## src/rtl/adc_cap_pkg.sv

```systemverilog
package adc_cap_pkg;
  typedef enum logic [2:0] {
    ST_IDLE,
    ST_CONV,
    ST_WAIT,
    ST_SHIFT,
    ST_DONE
  } cap_state_e;
endpackage

```

## src/rtl/adc_cap_sclk.sv

```systemverilog
module adc_cap_sclk #(
  parameter int SCLK_HALF = 2
) (
  input  logic clk_i,
  input  logic rst_ni,
  input  logic run_i,
  output logic sclk_o,
  output logic smp_o
);
  localparam int PER = 2 * SCLK_HALF;
  localparam int PW  = (PER > 2) ? $clog2(PER) : 1;

  logic [PW-1:0] ph_q;

  always_ff @(posedge clk_i or negedge rst_ni) begin
    if (!rst_ni)                     ph_q <= '0;
    else if (!run_i)                 ph_q <= '0;
    else if (ph_q == PW'(PER - 1))   ph_q <= '0;
    else                             ph_q <= ph_q + 1'b1;
  end

  // low half first, sample at the end of the high half
  assign sclk_o = run_i && (ph_q >= PW'(SCLK_HALF));
  assign smp_o  = run_i && (ph_q == PW'(PER - 1));
endmodule

```

## src/rtl/adc_cap_lane.sv

```systemverilog
module adc_cap_lane #(
  parameter int SAMPLE_W = 16
) (
  input  logic              clk_i,
  input  logic              rst_ni,
  input  logic              shift_i,
  input  logic              sdata_i,
  output logic [SAMPLE_W:0] word_o
);
  logic [SAMPLE_W-2:0] sh_q;

  always_ff @(posedge clk_i or negedge rst_ni) begin
    if (!rst_ni)      sh_q <= '0;
    else if (shift_i) sh_q <= {sh_q[SAMPLE_W-3:0], sdata_i};
  end

  // word completed by the bit arriving on this strobe, plus inverted LSB
  assign word_o = {sh_q, sdata_i, ~sdata_i};
endmodule

```

## src/rtl/adc_cap_fsm.sv

```systemverilog
module adc_cap_fsm
  import adc_cap_pkg::*;
#(
  parameter int CONV_CYC = 80,
  parameter int N_BITS   = 16
) (
  input  logic       clk_i,
  input  logic       rst_ni,
  input  logic       frame_start_i,
  input  logic       smp_i,
  output cap_state_e state_o,
  output logic       load_o,
  output logic       overrun_o
);
  localparam int WCW = $clog2(CONV_CYC + 1);
  localparam int BCW = $clog2(N_BITS + 1);

  cap_state_e     state_q, state_d;
  logic [WCW-1:0] wait_q;
  logic [BCW-1:0] bit_q;
  logic           ovr_q;
  logic           busy, last_bit;

  assign busy     = (state_q == ST_CONV) || (state_q == ST_WAIT) || (state_q == ST_SHIFT);
  assign last_bit = smp_i && (bit_q == BCW'(N_BITS - 1));

  always_comb begin
    state_d = state_q;
    if (frame_start_i) state_d = ST_CONV;
    else begin
      unique case (state_q)
        ST_CONV:  state_d = ST_WAIT;
        ST_WAIT:  if (wait_q == WCW'(CONV_CYC - 1)) state_d = ST_SHIFT;
        ST_SHIFT: if (last_bit) state_d = ST_DONE;
        ST_DONE:  state_d = ST_IDLE;
        default:  state_d = ST_IDLE;
      endcase
    end
  end

  always_ff @(posedge clk_i or negedge rst_ni) begin
    if (!rst_ni) begin
      state_q <= ST_IDLE;
      wait_q  <= '0;
      bit_q   <= '0;
      ovr_q   <= 1'b0;
    end else begin
      state_q <= state_d;
      wait_q  <= (state_q == ST_WAIT && !frame_start_i) ? wait_q + 1'b1 : '0;
      if (state_q != ST_SHIFT || frame_start_i) bit_q <= '0;
      else if (smp_i)                            bit_q <= bit_q + 1'b1;
      if (frame_start_i && busy) ovr_q <= 1'b1;
    end
  end

  assign state_o   = state_q;
  assign load_o    = (state_q == ST_SHIFT) && last_bit && !frame_start_i;
  assign overrun_o = ovr_q;
endmodule

```

## src/rtl/adc_capture_ctrl.sv

```systemverilog
module adc_capture_ctrl
  import adc_cap_pkg::*;
#(
  parameter int N_CH      = 16,
  parameter int SAMPLE_W  = 16,
  parameter int CONV_CYC  = 80,
  parameter int SCLK_HALF = 2
) (
  input  logic                         clk_i,
  input  logic                         rst_ni,
  input  logic                         frame_start_i,
  input  logic [N_CH-1:0]              adc_sdata_i,
  output logic                         adc_conv_o,
  output logic                         adc_sclk_o,
  output logic [N_CH*(SAMPLE_W+1)-1:0] payload_o,
  output logic                         payload_valid_o,
  output logic                         overrun_o
);
  localparam int WW    = SAMPLE_W + 1;
  localparam int PAY_W = N_CH * WW;

  cap_state_e       state;
  logic             smp, load, run;
  logic [PAY_W-1:0] packed_w, payload_q;

  assign run = (state == ST_SHIFT);

  adc_cap_fsm #(.CONV_CYC(CONV_CYC), .N_BITS(SAMPLE_W)) u_fsm (
    .clk_i, .rst_ni, .frame_start_i,
    .smp_i(smp), .state_o(state), .load_o(load), .overrun_o
  );

  adc_cap_sclk #(.SCLK_HALF(SCLK_HALF)) u_sclk (
    .clk_i, .rst_ni, .run_i(run), .sclk_o(adc_sclk_o), .smp_o(smp)
  );

  for (genvar c = 0; c < N_CH; c++) begin : g_lane
    logic [WW-1:0] word;
    adc_cap_lane #(.SAMPLE_W(SAMPLE_W)) u_lane (
      .clk_i, .rst_ni, .shift_i(smp), .sdata_i(adc_sdata_i[c]), .word_o(word)
    );
    assign packed_w[(N_CH-1-c)*WW +: WW] = word;  // channel 0 on top
  end

  always_ff @(posedge clk_i or negedge rst_ni) begin
    if (!rst_ni)   payload_q <= '0;
    else if (load) payload_q <= packed_w;
  end

  assign adc_conv_o      = (state == ST_CONV);
  assign payload_valid_o = (state == ST_DONE);
  assign payload_o       = payload_q;
endmodule

```

## config.mk

```make
export PLATFORM = sky130hd
export DESIGN_NAME = adc_capture_ctrl
export DESIGN_NICKNAME = d
export VERILOG_FILES = /design/src/rtl/adc_cap_pkg.sv /design/src/rtl/adc_cap_sclk.sv /design/src/rtl/adc_cap_lane.sv /design/src/rtl/adc_cap_fsm.sv /design/src/rtl/adc_capture_ctrl.sv
export SDC_FILE = /design/constraint.sdc
export NUM_CORES = 1
export LEC_CHECK = 0
export BUFFER_PORTS_ARGS = -buffer_cell sky130_fd_sc_hd__clkbuf_2
export CORE_UTILIZATION = 40
export CTS_BUF_LIST = sky130_fd_sc_hd__clkbuf_4
export DETAILED_ROUTE_END_ITERATION = 7
export PLACE_DENSITY_LB_ADDON = 0.3
export SYNTH_ARGS = -nofsm -noshare
export SYNTH_HDL_FRONTEND = slang
export SYNTH_SLANG_ARGS = --single-unit
```

## constraint.sdc

```tcl
create_clock -name clk_i -period 2.4 [get_ports clk_i]
set_clock_uncertainty 0.05 [all_clocks]
set_input_delay 0.12 -clock clk_i [delete_from_list [all_inputs] [get_ports clk_i]]
set_output_delay 0.12 -clock clk_i [all_outputs]
set_load 0.005 [all_outputs]
```

==> results of run 1 <==
[synth_stat cells]
| cell | number |
|---|---|
| inv_1 | 3 |
| nand3b_1 | 1 |
| xor2_1 | 4 |
| a21oi_1 | 3 |
| buf_8 | 18 |
| nor4_1 | 1 |
| dfrtp_1 | 530 |
| inv_6 | 1 |
| nor4b_1 | 1 |
| mux2_2 | 397 |
| nand4_1 | 1 |
| or4b_2 | 1 |
| buf_6 | 1 |
| nor3_1 | 1 |
| buf_2 | 35 |
| a21o_1 | 1 |
| buf_12 | 1 |
| mux2i_1 | 1 |
| nand2_1 | 6 |
| nor3b_1 | 1 |
| and2_1 | 1 |
| nand3_1 | 2 |
| o21ai_0 | 35 |
| nand4bb_1 | 1 |
| or3_1 | 2 |
| buf_4 | 1 |
| nor2_1 | 16 |
| ha_1 | 5 |
| xnor2_1 | 2 |
| or2_1 | 1 |
| and3_1 | 1 |
| mux2_1 | 100 |
| and3b_1 | 1 |
| or2_2 | 1 |
| clkbuf_1 | 5 |
[how the worst max path moves through the flow]
stage / from / to / slack [ns] / cells past startpoint
2_1_floorplan: u_fsm.bit_q[0] / payload_o[100] / 0.27 / 10
3_3_place_gp: u_fsm.bit_q[0] / payload_o[2] / 0.13 / 8
3_5_place_dp: u_fsm.bit_q[0] / payload_o[4] / 0.10 / 8
4_1_cts: u_fsm.state_o[2] / adc_sclk_o / 0.01 / 4
5_1_grt: u_fsm.state_o[2] / adc_sclk_o / 0.02 / 4
6_report: u_fsm.bit_q[0] / payload_o[16] / 0.15 / 8
[routing by layer]
layer  wire [microns]  GRT usage, %  up-vias
met5                0             0        -
li1                 -             -     5166
met4              721          7.31        0
met1            18000          21.5     5839
met2            19500          25.5      263
met3             2730          6.78       57
[layout make-up]
class                           count  area share [%]
Antenna cell                        3          0.0307
Clock buffer                      201            6.17
Clock inverter                     22            1.14
Inverter                            4          0.0921
Multi-Input combinational cell    587            25.1
Sequential cell                   530            54.2
Tap cell                          664            3.40
Timing Repair Buffer              381            9.85
[sequential cells by signal, summed over array words and instances (netlist names)]
name,count
u_fsm.overrun_o,1
u_fsm.wait_q,7
payload_o,272
u_sclk.ph_q,2
u_fsm.bit_q,5
g_lane.u_lane.sh_q,240
u_fsm.state_o,3
[cell families (layout without fill, tap and decap cells)]
logic type               count (synthesis)  after routing  share of synthesized area (%)
multiplexers                           498            498                           28.2
other                                    0              3                              0
adder cells (fa/ha/maj)                  5              5                          0.314
AO/OA/AOI/OAI                           39             39                          0.993
AND/OR/NAND/NOR                         39             39                           1.01
flip-flops                             530            530                           66.6
buffers and inverters                   65            608                           2.63
XOR/XNOR                                 6              6                          0.264
[through the flow]
step                utilization (%)  cells  instance area [sq um]  worst slack, ns
finish                         49.9   2392                  24500            0.148
global route                   49.9   2392                  24500           0.0228
CTS                            49.8   2389                  24500           0.0132
detailed placement             45.4   2128                  22300            0.105
global placement               45.4   2128                  22300            0.130
floorplan                         -   1182                  19900            0.275
[repair_timing]
item	in CTS	in global routing
setup endpoints to repair	1	1
pin swaps	1	0
hold buffers	38	0
hold endpoints to repair	607	0
resized for setup	2	1
[where the power goes]
group	internal (uW)	total (uW)	switching, uW
sequential	9020	9080	64.9
combinational	157	406	249
clock	4540	8060	3510
total	13700	17500	3830
[worst reg2reg max path, delay by kind of cell, from the launching register on]
family,cells,cell delay [ns]
AND/OR/NAND/NOR,3,0.50
buffers and inverters,2,0.54
adder cells (fa/ha/maj),2,0.32
flip-flops,1,0.38
multiplexers,1,0.34
[cells in the final DEF (no fill, tap or decap), drive strengths merged, types with 3 or more instances in the layout]
cell | synthesis | routed
dfrtp | 530 | 530
mux2 | 497 | 497
clkbuf | 5 | 493
buf | 56 | 52
dlygate4sd3 | 0 | 37
o21ai | 35 | 35
nor2 | 16 | 16
clkinv | 0 | 10
bufinv | 0 | 7
nand2 | 6 | 6
inv | 4 | 6
ha | 5 | 5
xor2 | 4 | 4
diode | 0 | 3
a21oi | 3 | 3
clkinvlp | 0 | 3
==> results.json, run 1 <==
{
  "synth-seq-cells": 530,
  "synth_cell_types": 35,
  "synth_seq_area_share_pct": 66.6,
  "grt-ovfl-total": 0,
  "cts_max_level": 4,
  "syn_inst": 1182,
  "layout.nets": 1667,
  "reg2reg_slack_ns": 0.15,
  "port_buffers": 294,
  "finalSetupTns_ns": 0,
  "drv_cap": 0,
  "mappedNetlistArea_sq_um": 19900,
  "cp_slowest_cell": "dfrtp_1",
  "multi_input_area_sq_um": 6140,
  "slowest_delay_ns": 0.38,
  "clk_pin_slew_ns": 0.06,
  "wire_per_inst_microns": 17.1,
  "dieArea_sq_um": 50700,
  "critical_path_arrival_ns": 2.99,
  "drc": 0,
  "setup_viol": 0,
  "drt_iter0_drc": 466,
  "cts_buffer_depth": 3,
  "cp_top_family": "buffers and inverters",
  "total_power_uw": 17500,
  "hold_viol_final": 0,
  "critPathMostFrequentCell": "ha_1",
  "status": "complete, no violations",
  "fin_crit_sh_pct": 93.8,
  "path_cells": "ha_1 > and3_1 > ha_1 > nand2_1 > or2_4 > inv_8 > buf_4 > mux2_1",
  "p_leak_uw": 0.0133,
  "hp-class": "in2async",
  "syn_to_final_growth_pct": 22.9,
  "yosys.area.top_type": "dfrtp_1",
  "cts_sinks": 530,
  "reg2reg_to": "payload_o[16]",
  "synth_fp_nets": 1206,
  "initial_core_util_pct": 40.6,
  "grt_usage_pct": 16.9,
  "crit_path_end_kind": "flop",
  "ant_nets": 0,
  "place_congestion": 0.735,
  "clk_latency_ns": 0.93,
  "tritoncts": "done",
  "syn_avg_cell_area_sq_um": 16.8,
  "yosysTopAreaCellShare_pct": 66.6,
  "finalWirelength_microns": 41000,
  "yosysWarnings": 0,
  "min_period_ns": 2.25,
  "critPathLaunchType": "flop",
  "relSlewSlack_pct": 68.9,
  "fillers": 4347,
  "whs_ns": 0.214,
  "crit_buf_inv": 2,
  "core_sq_um": 49100,
  "timing.fmax_mhz": 444,
  "grt_max_degree": 90,
  "seqCellArea_sq_um": 13300,
  "reg2reg_from": "u_fsm.bit_q[0]",
  "route.vias.total": 11325,
  "worstPathMaxFanout": 28,
  "critical_path_class": "reg2reg",
  "rows": 81,
  "via_per_inst": 4.73,
  "drv_slew": 0,
  "cts_setup_buffers": 0,
  "num_io_pins": 295,
  "tightest_slew_ns": 0.467,
  "grt_pass1_wl_microns": 66100,
  "rsz0062_at_grt": "no",
  "antenna_found_initial": 2,
  "cts_root_buf": "clkbuf_4",
  "first_pass_iters": 4,
  "cts_made_buffers": 139,
  "required_ns": 3.13,
  "yosys-top-cells-area": "dfrtp_1 (67%), mux2_2 (22%), mux2_1 (5.7%)",
  "cellPowerDensity_nw_per_um2": 717,
  "grt_pass1_vias": 12086,
  "drive_above_1_share_pct": 55.8,
  "die_y_microns": 225,
  "dp.final_hpwl_microns": 27100,
  "ir_worst_vdd_mv": 0.369,
  "reg2regPathDepth": 8,
  "die_w_microns": 225
}
Power figures use the tool's default switching activity.
==> inputs of run 2 (changes only) <==
clock period = 2.6 ns   (was 2.4 ns; I/O delays follow)
==> run 2 against run 1 <==
Cell area up 0.36%. Worst setup slack better by 0.077 ns. Die area unchanged. Count of clock-buffer cells in the layout up 14. Fmax down 5.2%. Hold slack better by 0.20 ns. Sequential power down 7.7%. First-iteration DRC count down 3.9%. Clock power down 9.1%. Via count up 1.6%. Non-clock buffer count down 3. Flip-flop and latch count unchanged. Critical endpoint is now payload_o[0]. Highest routed layer unchanged.
==> results.json, run 2 (same netlist as run 1, synthesis figures left out) <==
{
  "finalSetupTns_ns": 0,
  "crit_buf_inv": 2,
  "via_per_inst": 4.78,
  "clk_latency_ns": 0.91,
  "final_common_cell": "dfrtp_1",
  "port_buffers": 294,
  "num_io_pins": 295,
  "die_w_microns": 225,
  "grt_max_degree": 95,
  "grt-ovfl-total": 0,
  "drc": 0,
  "ir_worst_vdd_mv": 0.375,
  "cp_slowest_cell": "dlygate4sd3_1",
  "grt_usage_pct": 17.1,
  "cts_setup_buffers": 0,
  "die_y_microns": 225,
  "path_cells": "ha_1 > and3_1 > ha_1 > nand2_1 > or2_4 > buf_16 > o21ai_0 > dlygate4sd3_1",
  "wire_per_inst_microns": 17.7,
  "cts_root_buf": "clkbuf_4",
  "top_layer": "met4",
  "antenna_found_initial": 2,
  "hp-class": "reg2reg",
  "p_comb_share_pct": 2.4,
  "rsz0062_at_grt": "no",
  "cts_sinks": 530,
  "grt_pass1_vias": 12077,
  "slowest_delay_ns": 0.58,
  "status": "complete, no violations",
  "final_cell_mix": "dfrtp_1 (530), mux2_2 (397), clkbuf_2 (293), clkbuf_4 (215), mux2_1 (100)",
  "tritoncts": "done",
  "p_sw_uw": 3590,
  "min_period_ns": 2.38,
  "critical_path_class": "reg2reg",
  "final_cells": 2406,
  "hold_viol_final": 0,
  "p_leak_uw": 0.0134,
  "clk_pin_slew_ns": 0.06,
  "cts_max_level": 4,
  "finalWirelength_microns": 42500,
  "fin_crit_sh_pct": 91.4,
  "final_util_pct": 50.0,
  "rows": 81,
  "initial_core_util_pct": 40.6,
  "largest_reg_flops": 272,
  "drv_slew": 0,
  "critPathMostFrequentCell": "ha_1",
  "timing.fmax_mhz": 421,
  "internal_power_uw": 12500,
  "relSlewSlack_pct": 66.5,
  "critPathLaunchType": "flop",
  "crit_path_end_kind": "flop",
  "route.met3.wl_microns": 2870,
  "place_congestion": 0.726,
  "p_sw_share_pct": 22.3,
  "cts_made_buffers": 144,
  "grt_pass1_wl_microns": 66800,
  "clockPowerShare_pct": 45.6,
  "placed_cells": 2114,
  "core_sq_um": 49100,
  "drive_above_1_share_pct": 55.2,
  "dieArea_sq_um": 50700,
  "critical_path_arrival_ns": 3.11,
  "drv_cap": 0,
  "seqPwrFrac_pct": 52.1,
  "cts_buffer_depth": 3,
  "first_pass_iters": 6,
  "layout.nets": 1669,
  "route.vias.total": 11509,
  "ant_nets": 0,
  "setup_viol": 0,
  "dp.final_hpwl_microns": 26600,
  "required_ns": 3.34,
  "tightest_slew_ns": 0.503,
  "drt-met1-wl_microns": 18600,
  "cp_top_family": "buffers and inverters",
  "syn_to_final_growth_pct": 23.3,
  "drt_iter0_drc": 448,
  "wl_met2_microns": 20400,
  "worstPathMaxFanout": 45,
  "cellPowerDensity_nw_per_um2": 656
}
run 2: changes by cell type in the layout (fill, tap and decap cells not counted), moves of 2 or more:
cell	previous run	this run
dfrtp_1	528	530
buf_12	13	16
clkinv_1	10	15
dlygate4sd3_1	37	47
clkinv_4	0	2
clkbuf_4	201	215
dfrtp_2	2	0
buf_4	36	18
bufinv_16	7	3
inv_2	2	5
clkinvlp_4	3	0
run 2: worst reg2reg max path, delay by kind of cell, from the launching register on:
kind                       cells  cell delay, ns
DFF                            1            0.41
adders and majority gates      2            0.39
AOI/OAI and AO/OA              1            0.14
and+or+nand+nor                3            0.45
buffers and inverters          2            0.86
run 2: final cells by class:
| class | count | area [sq um] |
|---|---|---|
| well taps | 664 | 831 |
| clock buffers | 215 | 1610 |
| diodes | 2 | 5.00 |
| repair buffers | 378 | 2490 |
| inverters | 4 | 22.5 |
| flip-flops and latches | 530 | 13300 |
| multi-input cells | 587 | 6140 |
| fillers | 4363 | 24500 |
| clock inverters | 26 | 188 |
run 2: layer usage:
layer  GRT usage, %  vias to the layer above
met4           7.07                        0
met1           22.0                     5969
met5              0                        -
met3           6.62                       53
li1               -                     5213
met2           25.7                      274
run 2: power groups by stage:
stage               sequential [uW]  clock [uW]  combinational [uW]
CTS                            8380        7700                 398
global route                   8390        8130                 435
finish                         8380        7330                 381
global placement               8530           0                 333
floorplan                      8510           0                91.0
detailed placement             8530           0                 344
run 2: per-stage QoR:
stage	instance area [sq um]	power (uW)	hold WS [ns]	setup slack, ns
floorplan	19900	8600	-0.216	0.475
global placement	22200	8860	0.0514	0.262
CTS	24500	16500	0.272	0.0907
detailed placement	22200	8880	0.0633	0.300
global route	24500	16900	0.354	0.0992
finish	24500	16100	0.413	0.225
run 2: repair_timing:
action                                 4_1_cts  5_1_grt
gates resized for setup                      0        1
setup endpoints to repair                    0       10
endpoints found under the hold margin      615        0
hold buffers                                48        0
run 2: final timing paths:
path / depth (start not counted) / end / slack, ns / start
max: 8 / payload_o[0] / 0.22 / u_fsm.bit_q[0]
min: 1 / u_sclk.ph_q[0] / 0.41 / u_sclk.ph_q[0]
max reg2reg: 8 / payload_o[0] / 0.22 / u_fsm.bit_q[0]
min reg2reg: 1 / u_sclk.ph_q[0] / 0.41 / u_sclk.ph_q[0]
max in group asynchronous: 4 / payload_o[146] / 1.54 / rst_ni
min in group asynchronous: 4 / g_lane[1].u_lane.sh_q[9] / 0.44 / rst_ni
